$ cat src/rtl/rpm_pkg.sv
package rpm_pkg;

  // Opcode prefix in bits 7:5 of the command byte.
  localparam logic [2:0] OPC_TO_MEM   = 3'b101;
  localparam logic [2:0] OPC_FROM_MEM = 3'b110;

  // Fixed bit position of the second field in position and size words.
  localparam int FIELD_HI_LSB = 16;

  typedef enum logic [1:0] {
    P_OPC,
    P_POS,
    P_SIZ
  } parse_e;

  typedef enum logic [2:0] {
    S_CMD,
    S_WR,
    S_RLO,
    S_RHI,
    S_RWAIT,
    S_ROUT
  } eng_e;

endpackage

$ cat src/rtl/rpm_cmd_parse.sv
module rpm_cmd_parse
  import rpm_pkg::*;
#(
  parameter int XW     = 10,
  parameter int YW     = 9,
  parameter int WORD_W = 32
) (
  input  logic              clk,
  input  logic              rst_n,
  input  logic              clear,
  input  logic              take,
  input  logic [WORD_W-1:0] word,
  output logic              start,
  output logic              start_rd,
  output logic [XW-1:0]     x0,
  output logic [YW-1:0]     y0,
  output logic [XW:0]       w0,
  output logic [YW:0]       h0
);

  localparam logic [XW-1:0] X_ONE  = 1;
  localparam logic [YW-1:0] Y_ONE  = 1;
  localparam logic [XW:0]   WX_ONE = 1;
  localparam logic [YW:0]   HY_ONE = 1;

  parse_e        p_q;
  logic          rd_q;
  logic [XW-1:0] x_q;
  logic [YW-1:0] y_q;

  logic [2:0]    op_pfx;
  logic [XW-1:0] w_m1;
  logic [YW-1:0] h_m1;
  logic          unused_word;

  assign op_pfx      = word[WORD_W-1 -: 3];
  assign w_m1        = word[XW-1:0] - X_ONE;
  assign h_m1        = word[FIELD_HI_LSB +: YW] - Y_ONE;
  assign unused_word = ^word;

  always_ff @(posedge clk) begin
    if (!rst_n || clear) begin
      p_q  <= P_OPC;
      rd_q <= 1'b0;
      x_q  <= '0;
      y_q  <= '0;
    end else if (take) begin
      unique case (p_q)
        P_OPC: begin
          if (op_pfx == OPC_TO_MEM || op_pfx == OPC_FROM_MEM) begin
            rd_q <= (op_pfx == OPC_FROM_MEM);
            p_q  <= P_POS;
          end
        end
        P_POS: begin
          x_q <= word[XW-1:0];
          y_q <= word[FIELD_HI_LSB +: YW];
          p_q <= P_SIZ;
        end
        default: p_q <= P_OPC;
      endcase
    end
  end

  assign start    = take && (p_q == P_SIZ);
  assign start_rd = rd_q;
  assign x0       = x_q;
  assign y0       = y_q;
  assign w0       = {1'b0, w_m1} + WX_ONE;
  assign h0       = {1'b0, h_m1} + HY_ONE;

endmodule

$ cat src/rtl/rpm_raster.sv
module rpm_raster #(
  parameter int XW = 10,
  parameter int YW = 9
) (
  input  logic            clk,
  input  logic            rst_n,
  input  logic            clear,
  input  logic            load,
  input  logic [XW-1:0]   x0,
  input  logic [YW-1:0]   y0,
  input  logic [XW:0]     w0,
  input  logic [YW:0]     h0,
  input  logic            step,
  output logic [XW+YW-1:0] addr,
  output logic            last_pix,
  output logic            live
);

  localparam logic [XW-1:0] X_ONE   = 1;
  localparam logic [YW-1:0] Y_ONE   = 1;
  localparam logic [XW:0]   WX_ONE  = 1;
  localparam logic [YW:0]   ROW_ONE = 1;

  logic [XW-1:0] x_q;
  logic [XW-1:0] off_q;
  logic [YW-1:0] y_q;
  logic [XW:0]   wd_q;
  logic [YW:0]   rows_q;
  logic          row_end;
  logic [XW-1:0] col;

  assign row_end = ({1'b0, off_q} == (wd_q - WX_ONE));
  assign col     = x_q + off_q;

  always_ff @(posedge clk) begin
    if (!rst_n) begin
      x_q    <= '0;
      off_q  <= '0;
      y_q    <= '0;
      wd_q   <= WX_ONE;
      rows_q <= '0;
    end else if (clear) begin
      rows_q <= '0;
      off_q  <= '0;
    end else if (load) begin
      x_q    <= x0;
      y_q    <= y0;
      wd_q   <= w0;
      rows_q <= h0;
      off_q  <= '0;
    end else if (step) begin
      if (row_end) begin
        off_q  <= '0;
        y_q    <= y_q + Y_ONE;
        rows_q <= rows_q - ROW_ONE;
      end else begin
        off_q <= off_q + X_ONE;
      end
    end
  end

  assign addr     = {y_q, col};
  assign live     = (rows_q != '0);
  assign last_pix = row_end && (rows_q == ROW_ONE);

endmodule

$ cat src/rtl/rpm_rd_pack.sv
module rpm_rd_pack #(
  parameter int PW = 16
) (
  input  logic          clk,
  input  logic          rst_n,
  input  logic          clr,
  input  logic          issue,
  input  logic          issue_hi,
  input  logic [PW-1:0] rdata,
  output logic [2*PW-1:0] word
);

  logic pend_v_q;
  logic pend_hi_q;

  always_ff @(posedge clk) begin
    if (!rst_n) begin
      pend_v_q  <= 1'b0;
      pend_hi_q <= 1'b0;
    end else begin
      pend_v_q  <= issue;
      pend_hi_q <= issue_hi;
    end
  end

  always_ff @(posedge clk) begin
    if (!rst_n) begin
      word <= '0;
    end else if (clr) begin
      word <= '0;
    end else if (pend_v_q) begin
      if (pend_hi_q) word[2*PW-1:PW] <= rdata;
      else           word[PW-1:0]    <= rdata;
    end
  end

endmodule

$ cat src/rtl/rect_pixel_mover.sv
module rect_pixel_mover
  import rpm_pkg::*;
#(
  parameter int X_BITS = 10,
  parameter int Y_BITS = 9,
  parameter int PIX_W  = 16,
  localparam int WORD_W = 2 * PIX_W,
  localparam int ADDR_W = X_BITS + Y_BITS
) (
  input  logic              clk,
  input  logic              rst_n,
  input  logic              abort_i,
  input  logic              in_valid_i,
  output logic              in_ready_o,
  input  logic [WORD_W-1:0] in_data_i,
  output logic              out_valid_o,
  input  logic              out_ready_i,
  output logic [WORD_W-1:0] out_data_o,
  output logic              mem_req_o,
  output logic              mem_we_o,
  output logic [ADDR_W-1:0] mem_addr_o,
  output logic [PIX_W-1:0]  mem_wdata_o,
  input  logic [PIX_W-1:0]  mem_rdata_i,
  output logic              busy_o,
  output logic              img_ready_o,
  output logic              done_o
);

  eng_e              state_q;
  logic [WORD_W-1:0] hold_q;
  logic              hold_full_q;
  logic              phase_q;
  logic              img_q;
  logic              done_q;

  logic              cmd_take;
  logic              wr_take;
  logic              start;
  logic              start_rd;
  logic [X_BITS-1:0] x0;
  logic [Y_BITS-1:0] y0;
  logic [X_BITS:0]   w0;
  logic [Y_BITS:0]   h0;
  logic              last_pix;
  logic              live;
  logic              wr_fire;
  logic              rd_issue;
  logic              step;
  logic [ADDR_W-1:0] addr;
  logic [WORD_W-1:0] rd_word;

  // Input acceptance: always in command mode, during a write whenever
  // the holding word is free or is being emptied by its upper pixel.
  always_comb begin
    in_ready_o = 1'b0;
    if (state_q == S_CMD)
      in_ready_o = 1'b1;
    else if (state_q == S_WR)
      in_ready_o = !hold_full_q || (phase_q && !last_pix);
  end

  assign cmd_take = (state_q == S_CMD) && in_valid_i;
  assign wr_take  = (state_q == S_WR) && in_valid_i && in_ready_o;

  rpm_cmd_parse #(
    .XW     (X_BITS),
    .YW     (Y_BITS),
    .WORD_W (WORD_W)
  ) u_parse (
    .clk      (clk),
    .rst_n    (rst_n),
    .clear    (abort_i),
    .take     (cmd_take),
    .word     (in_data_i),
    .start    (start),
    .start_rd (start_rd),
    .x0       (x0),
    .y0       (y0),
    .w0       (w0),
    .h0       (h0)
  );

  assign wr_fire  = (state_q == S_WR) && hold_full_q;
  assign rd_issue = (state_q == S_RLO) || ((state_q == S_RHI) && live);
  assign step     = wr_fire || rd_issue;

  rpm_raster #(
    .XW (X_BITS),
    .YW (Y_BITS)
  ) u_raster (
    .clk      (clk),
    .rst_n    (rst_n),
    .clear    (abort_i),
    .load     (start && !abort_i),
    .x0       (x0),
    .y0       (y0),
    .w0       (w0),
    .h0       (h0),
    .step     (step && !abort_i),
    .addr     (addr),
    .last_pix (last_pix),
    .live     (live)
  );

  rpm_rd_pack #(
    .PW (PIX_W)
  ) u_pack (
    .clk      (clk),
    .rst_n    (rst_n),
    .clr      (state_q == S_RLO),
    .issue    (rd_issue),
    .issue_hi (state_q == S_RHI),
    .rdata    (mem_rdata_i),
    .word     (rd_word)
  );

  always_ff @(posedge clk) begin
    if (!rst_n || abort_i) begin
      state_q     <= S_CMD;
      hold_q      <= '0;
      hold_full_q <= 1'b0;
      phase_q     <= 1'b0;
      img_q       <= 1'b0;
      done_q      <= 1'b0;
    end else begin
      done_q <= 1'b0;
      unique case (state_q)
        S_CMD: begin
          if (start) begin
            state_q     <= start_rd ? S_RLO : S_WR;
            img_q       <= start_rd;
            hold_full_q <= 1'b0;
            phase_q     <= 1'b0;
          end
        end
        S_WR: begin
          if (wr_fire && last_pix) begin
            state_q     <= S_CMD;
            hold_full_q <= 1'b0;
            phase_q     <= 1'b0;
            done_q      <= 1'b1;
          end else if (wr_take) begin
            hold_q      <= in_data_i;
            hold_full_q <= 1'b1;
            phase_q     <= 1'b0;
          end else if (wr_fire) begin
            if (phase_q) hold_full_q <= 1'b0;
            phase_q <= !phase_q;
          end
        end
        S_RLO:   state_q <= last_pix ? S_RWAIT : S_RHI;
        S_RHI:   state_q <= S_RWAIT;
        S_RWAIT: state_q <= S_ROUT;
        S_ROUT: begin
          if (out_ready_i) begin
            if (live) begin
              state_q <= S_RLO;
            end else begin
              state_q <= S_CMD;
              img_q   <= 1'b0;
              done_q  <= 1'b1;
            end
          end
        end
        default: state_q <= S_CMD;
      endcase
    end
  end

  assign mem_req_o   = step;
  assign mem_we_o    = wr_fire;
  assign mem_addr_o  = addr;
  assign mem_wdata_o = phase_q ? hold_q[WORD_W-1:PIX_W] : hold_q[PIX_W-1:0];
  assign out_valid_o = (state_q == S_ROUT);
  assign out_data_o  = rd_word;
  assign busy_o      = (state_q != S_CMD);
  assign img_ready_o = img_q;
  assign done_o      = done_q;

endmodule

$ cat config.mk
export PLATFORM = sky130hd
export DESIGN_NAME = rect_pixel_mover
export DESIGN_NICKNAME = d
export VERILOG_FILES = /design/src/rtl/rpm_pkg.sv /design/src/rtl/rpm_cmd_parse.sv /design/src/rtl/rpm_raster.sv /design/src/rtl/rpm_rd_pack.sv /design/src/rtl/rect_pixel_mover.sv
export SDC_FILE = /design/constraint.sdc
export NUM_CORES = 1
export LEC_CHECK = 0
export ABC_AREA = 0
export CORE_MARGIN = 10
export CORE_UTILIZATION = 35
export DETAILED_ROUTE_END_ITERATION = 16
export PLACE_DENSITY = 0.62
export SLEW_MARGIN = 20
export SYNTH_ARGS = -nofsm -noshare
export SYNTH_HDL_FRONTEND = slang
export SYNTH_HIERARCHICAL = 1
export SYNTH_SLANG_ARGS = --single-unit
export TNS_END_PERCENT = 100
$ cat constraint.sdc
create_clock -name clk -period 3.2 [get_ports clk]
set_input_delay 0.48 -clock clk [delete_from_list [all_inputs] [get_ports clk]]
set_output_delay 0.48 -clock clk [all_outputs]
set_load 0.01 [all_outputs]
# Yosys cells after proc, flatten, opt, wreduce, memory -nomap -nowiden
# Index checks and enable logic that the tools add are counted.
# word_totals
register_bits	145
input_bits	53
output_inout_bits	74
word_cells	132
# classes
add_sub_neg	9
n_eq_ne	18
n_mux	37
bitwise	4
reduce_logical	45
# ops
op	n
two-way mux 10 bit	4
two-way mux 9 bit	3
subtractor 10 x 1 -> 10 bit, second input constant	2
case mux 3 bit (6 select lines)	1
two-way mux 1 bit	16
two-way mux 16 bit	1
AND reduction 3 bit	5
equality test 3 bit, second input constant	4
two-way mux 3 bit	4
AND reduction 2 bit	6
adder 10 x 1 -> 11 bit, second input constant	1
equality test 10 x 11 -> 1 bit	1
logical AND 1 bit	11
subtractor 11 x 1 -> 11 bit, second input constant	1
adder 10 x 1 -> 10 bit, second input constant	1
adder 10 bit	1
adder 9 x 1 -> 10 bit, second input constant	1
equality test 10 x 1 -> 1 bit, second input constant	1
nonzero test 10 bit	1
adder 9 x 1 -> 9 bit, second input constant	1
subtractor 9 x 1 -> 9 bit, second input constant	1
inequality test 4 x 3 -> 1 bit, second input constant	2
case mux 1 bit (2 select lines)	4
AND reduction 4 bit	2
other kinds (17)	38

# Longest topological paths before layout
# logic_depth
word_depth	12
mapped_depth	15
mapped_depth_nobuf	14

# Hierarchy
# Netlist, hierarchy kept.
# by_module_without_submodules
mod	n_inst	cells_per_inst	area_each_um2	seq_area_each_um2
rpm_raster	1	406	3164.3	1001.0
rect_pixel_mover	1	230	1928.1	780.7
rpm_cmd_parse	1	232	1699.1	440.4
rpm_rd_pack	1	147	1191.1	680.7

# Worst setup path after synthesis
# No wires, ideal clock.
# synth_path
path_type	reg-to-output
startpoint	reg u_raster.wd_q[3]
endpoint	out in_ready_o
t_arrival_ps	2725
required_ps	2720
slack_ps	-5
stages_incl_launch_ff	11
n_path_buf	2
cell_sequence	dfxtp_1 -> buf_6 -> or4_1 -> buf_2 -> or4_4 -> a21oi_2 -> or3_1 -> nand4b_1 -> nor2_1 -> nor2b_2 -> o311a_1
# synth_between
elab_chain_len	8
# synth_lines
item	line_no	text
start, declared	rpm_raster.sv:27	logic [XW:0] wd_q;
start signal, assigned	rpm_raster.sv:48	wd_q <= w0;
subtractor 11 x 1 -> 11 bit	rpm_raster.sv:32	assign row_end = ({1'b0, off_q} == (wd_q - WX_ONE));
equality test 10 x 11 -> 1 bit	rpm_raster.sv:32	
logical AND 1 bit	rpm_raster.sv:64	assign last_pix = row_end && (rows_q == ROW_ONE);
net last_pix	rect_pixel_mover.sv:44	logic last_pix;
zero test 1 bit	rect_pixel_mover.sv:59	in_ready_o = !hold_full_q || (phase_q && !last_pix);
logical AND 1 bit	rect_pixel_mover.sv:59	
logical OR 1 bit	rect_pixel_mover.sv:59	
two-way mux 1 bit	rect_pixel_mover.sv:58	else if (state_q == S_WR)
two-way mux 1 bit	rect_pixel_mover.sv:56	if (state_q == S_CMD)
end, declared	rect_pixel_mover.sv:14	output logic in_ready_o,
# The timed path passes the listed nets, and every way through them passes these cells.

# Worst setup path in the final report
# Ends and elaborated chain as after synthesis.

==> results.md <==
STA:
- The number of pins with negative max-slew slack in the final report is 0.
- The slew at the pin closest to its max-slew limit is 0.867 ns.
- The number of failing hold endpoints at the final stage is 0.
- The accumulated negative setup slack is -0.246 ns.
- The worst-case headroom to the max-slew limit is 42.2%.
- Setup repair after global routing could not meet its margin everywhere.
- The final worst slack is -0.246 ns.
- Final hold analysis gives a worst-case slack of 0.452 ns.
- The total of endpoints with negative setup slack in the final report is 1.
- Across the routed clock network, the largest skew measured is 0.00881 ns.
- Based on the critical path, the design can be clocked at up to 290 MHz.
- The final critical path takes up 108% of the cycle.
- The minimum clock period is 3.45 ns.

Worst setup path:
- For the worst setup path, the data required time is 2.72 ns.
- Data arrives at the worst endpoint at 2.97 ns.
- The endpoint type of the worst setup path is a primary output.
- The worst setup path is launched from a flip-flop.
- The largest driver fanout on the critical path is 2.
- The start-to-end type of the worst setup path is reg -> out.

Logic synthesis:
- Summed over all instances, the cell type with the most area after synthesis is sky130_fd_sc_hd__dfxtp_1.
- The most used flip-flop cell after synthesis is sky130_fd_sc_hd__dfxtp_1.
- The synthesized flop and latch total is roughly 150.
- After synthesis, the cell types taking the most area are sky130_fd_sc_hd__dfxtp_1 36%, sky130_fd_sc_hd__nand2_1 12%, sky130_fd_sc_hd__a21oi_1 8.0%.
- The synthesized area per cell is approximately 7.9 µm².
- The number of enable flip-flop cells after synthesis is 0.
- The count of synthesis-stage warnings from yosys is 6.
- The register area share after synthesis is 36.4%.
- In the synthesized netlist the async set-or-reset flop fraction comes to 0%.
- The cell area after technology mapping is 0.00798 mm².
- The net count of the mapped netlist is 1088.
- The area fraction of the dominant cell type after synthesis is 36.4%.
- The cell count after synthesis is 1015.
- The synthesized netlist contains 86 unique library cells.

GRT:
- The remaining global-route overflow is 0.
- The met2 routing resource usage after global routing is a little under a quarter.
- The initial antenna violation count is 0.
- The wire length of the first global-routing pass is ~36000 µm.
- The largest net degree at the start of global routing is 41.
- The number of global-route vias before repair is 7026.
- The met3 usage in global routing is under 10%.
- The most utilized layer in the global route result is met2.
- The met1 layer usage reported by global route is 20.1%.
- Global routing used 15.2% of the available tracks across all layers.

Layout:
- The number of diodes is 0.
- The library cells used most frequently in the layout, excluding fill and tap cells, are 245 x sky130_fd_sc_hd__nand2_1, 143 x sky130_fd_sc_hd__dfxtp_1, 125 x sky130_fd_sc_hd__a21oi_1.
- The fraction of final layout cells sized beyond drive strength 1 is 13.6%.
- The number of nets at the end of the flow is 1245.
- The filler cells instantiated in the layout total 2211.
- The number of non-filler instances in the completed layout is 1470.
- Across the whole layout, storage elements account for 0.00291 mm².
- The signed area change from the synthesized netlist to the final layout is 32.0%.
- The multi-input combinational cells in the finished layout cover a total of 0.00469 mm².
- Leaving out fill and tap cells, the most frequent cell in the layout is sky130_fd_sc_hd__nand2_1.

CTS:
- The clock drives 145 sinks.
- After clock tree synthesis, the clock-pin slew on the worst setup and hold paths is 0.06 ns.
- The latest clock arrival within the worst-skew pair is between 0.4 and 0.5 ns.
- Buffers inserted during clock tree synthesis total 17.
- The number of H-tree branching levels is 4.
- The buffer depth of the longest clock path is 2.
- CTS placed an instance of sky130_fd_sc_hd__clkbuf_16 at the clock tree root.
- TritonCTS built the clock tree.
- The number of hold-repair buffers added at the cts stage is 0.

Route:
- The count of nets left with antenna violations after detail routing is 0.
- The routed layout has 7484 vias.
- After detailed routing, the total wire length is 22800 µm.
- The pre-antenna-repair detailed-routing pass consisted of 5 iterations.
- In the final routed layout, each cell accounts on average for ~16 µm.
- The DRC violation total after the first TritonRoute iteration is between 400 and 500.
- In the routed design, unresolved DRC markers number 0.
- The via-per-instance ratio is 5.09.

Floorplanning:
- After floorplanning, the core was divided into 55 placement rows.
- The starting density of the core is 35.4%.
- The boundary pin count is between 100 and 150.
- The core footprint is about 0.023 mm².
- From left edge to right edge, the die measures 171 µm.
- The area of the die is 0.0292 mm².
- The die height is approximately 170 µm.

Power and ir drop:
- The worst vdd rail ir drop is 0.000316 V.
- Dividing total power by cell area gives a power density of between 400 and 500 mW/mm².
- In this run the static leakage power is 3.85 nW.

Status:
- The checks that failed: setup timing.
- The run finished, with violations left.

Place:
- The placer's final routability congestion estimate is 0.879.
- The instance count after placement with tap cells included is about 1.4k.
- Before CTS, the worst setup slack after placement is -0.234 ns.
- Port buffering added 126 buffers.
- The HPWL after detailed placement is between 15000 and 20000 µm.

Hold path:
- The path class of the tightest hold or removal check is reg -> reg.

Job:
- The tool flagged a number of max-cap violations equal to 0.
[metal layers]
layer | vias up | routed length, µm | share of wire [%]
met4 | 0 | 297 | 1.3
met5 | - | 0 | 0
met1 | 3420 | 11100 | 49
met3 | 24 | 1440 | 6.3
li1 | 3845 | - | -
met2 | 195 | 9970 | 44
[timing repair]
action | CTS | global route
setup buffers | 4 | 2
gates cloned | 0 | 1
gates resized for setup | 15 | 13
hold endpoints to repair | 0 | 0
pin swaps | 7 | 5
endpoints found under the setup margin | 6 | 38
[path summary, 6_finish.rpt]
| kind | startpoint | slack, ns | cells after the start | to |
|---|---|---|---|---|
| worst max register to register | u_raster/wd_q[3] | 0.15 | 10 | u_raster/rows_q[1] |
| worst min-delay path | hold_q[18] | 0.45 | 2 | hold_q[18] |
| worst min register to register | hold_q[18] | 0.45 | 2 | hold_q[18] |
| worst max-delay path | u_raster/wd_q[3] | -0.25 | 9 | in_ready_o |
[cell usage after synthesis (7+ instances only)]
master / count
sky130_fd_sc_hd__nand2b_1: 16
sky130_fd_sc_hd__nand2_1: 245
sky130_fd_sc_hd__buf_2: 8
sky130_fd_sc_hd__inv_1: 26
sky130_fd_sc_hd__ha_1: 19
sky130_fd_sc_hd__and3_1: 14
sky130_fd_sc_hd__a21oi_1: 127
sky130_fd_sc_hd__or4_1: 9
sky130_fd_sc_hd__clkbuf_1: 36
sky130_fd_sc_hd__a211oi_1: 7
sky130_fd_sc_hd__mux2_2: 18
sky130_fd_sc_hd__nand3_1: 16
sky130_fd_sc_hd__nor4_1: 10
sky130_fd_sc_hd__o21ai_0: 15
sky130_fd_sc_hd__buf_6: 11
sky130_fd_sc_hd__dfxtp_1: 145
sky130_fd_sc_hd__xnor2_1: 34
sky130_fd_sc_hd__nor3_1: 21
sky130_fd_sc_hd__or3_1: 10
sky130_fd_sc_hd__buf_4: 8
sky130_fd_sc_hd__nor2_1: 55
sky130_fd_sc_hd__nor2b_1: 7
sky130_fd_sc_hd__xor2_1: 23
[state kept, by name, indices dropped and copies added (netlist names), 3 cells and up]
register / flops
state_q: 3
u_raster/x_q: 10
u_parse/y0: 9
u_raster/wd_q: 11
u_parse/x0: 10
u_raster/off_q: 10
u_pack/word: 32
u_raster/y_q: 9
u_raster/rows_q: 10
hold_q: 32
[final cells by class]
cell class / instances / area share [%]
clock buffer: 18 / 4.17
clock inverter: 14 / 1.83
inverter: 26 / 0.926
multi-input combinational: 779 / 44.5
sequential: 145 / 27.6
tap: 285 / 3.39
timing repair buffer: 203 / 17.6
[metrics by stage]
step / utilization, % / total power, mW / cell area, µm²
6_report: 46.7 / 4.21 / 10500
5_1_grt: 46.7 / 4.37 / 10500
4_1_cts: 46.3 / 4.27 / 10400
3_5_place_dp: 43.2 / 2.11 / 9760
3_3_place_gp: 43.2 / 2.11 / 9760
2_1_floorplan: - / 1.98 / 7990
[logic make-up (layout without fill, tap and decap cells)]
family	after synthesis	count (layout)	synth area share, %
adders and majority gates	20	20	3.23
muxes	24	24	3.29
and+or+nand+nor	452	452	26.9
xor gates and xnor gates	57	57	6.25
DFF	145	145	36.4
buffers and inverters	92	261	6.11
AOI/OAI and AO/OA	225	226	17.8
[report_power, final]
part / internal (mW) / switching (mW) / total (mW)
registers: 1.81 / 0.00145 / 1.81
clock network: 1.28 / 0.866 / 2.14
logic: 0.122 / 0.143 / 0.264
[critical path, stage by stage (launching register included)]
cell and delay (ns):
sky130_fd_sc_hd__dfxtp_1 0.31, sky130_fd_sc_hd__or4_4 0.53, sky130_fd_sc_hd__or4_4 0.51, sky130_fd_sc_hd__a21oi_4 0.16, sky130_fd_sc_hd__or3_4 0.14, sky130_fd_sc_hd__nand4b_1 0.19
sky130_fd_sc_hd__nor2_2 0.22, sky130_fd_sc_hd__nor2b_2 0.07, sky130_fd_sc_hd__o311a_1 0.28, sky130_fd_sc_hd__buf_2 0.14
(Power assumes the default switching activity.)
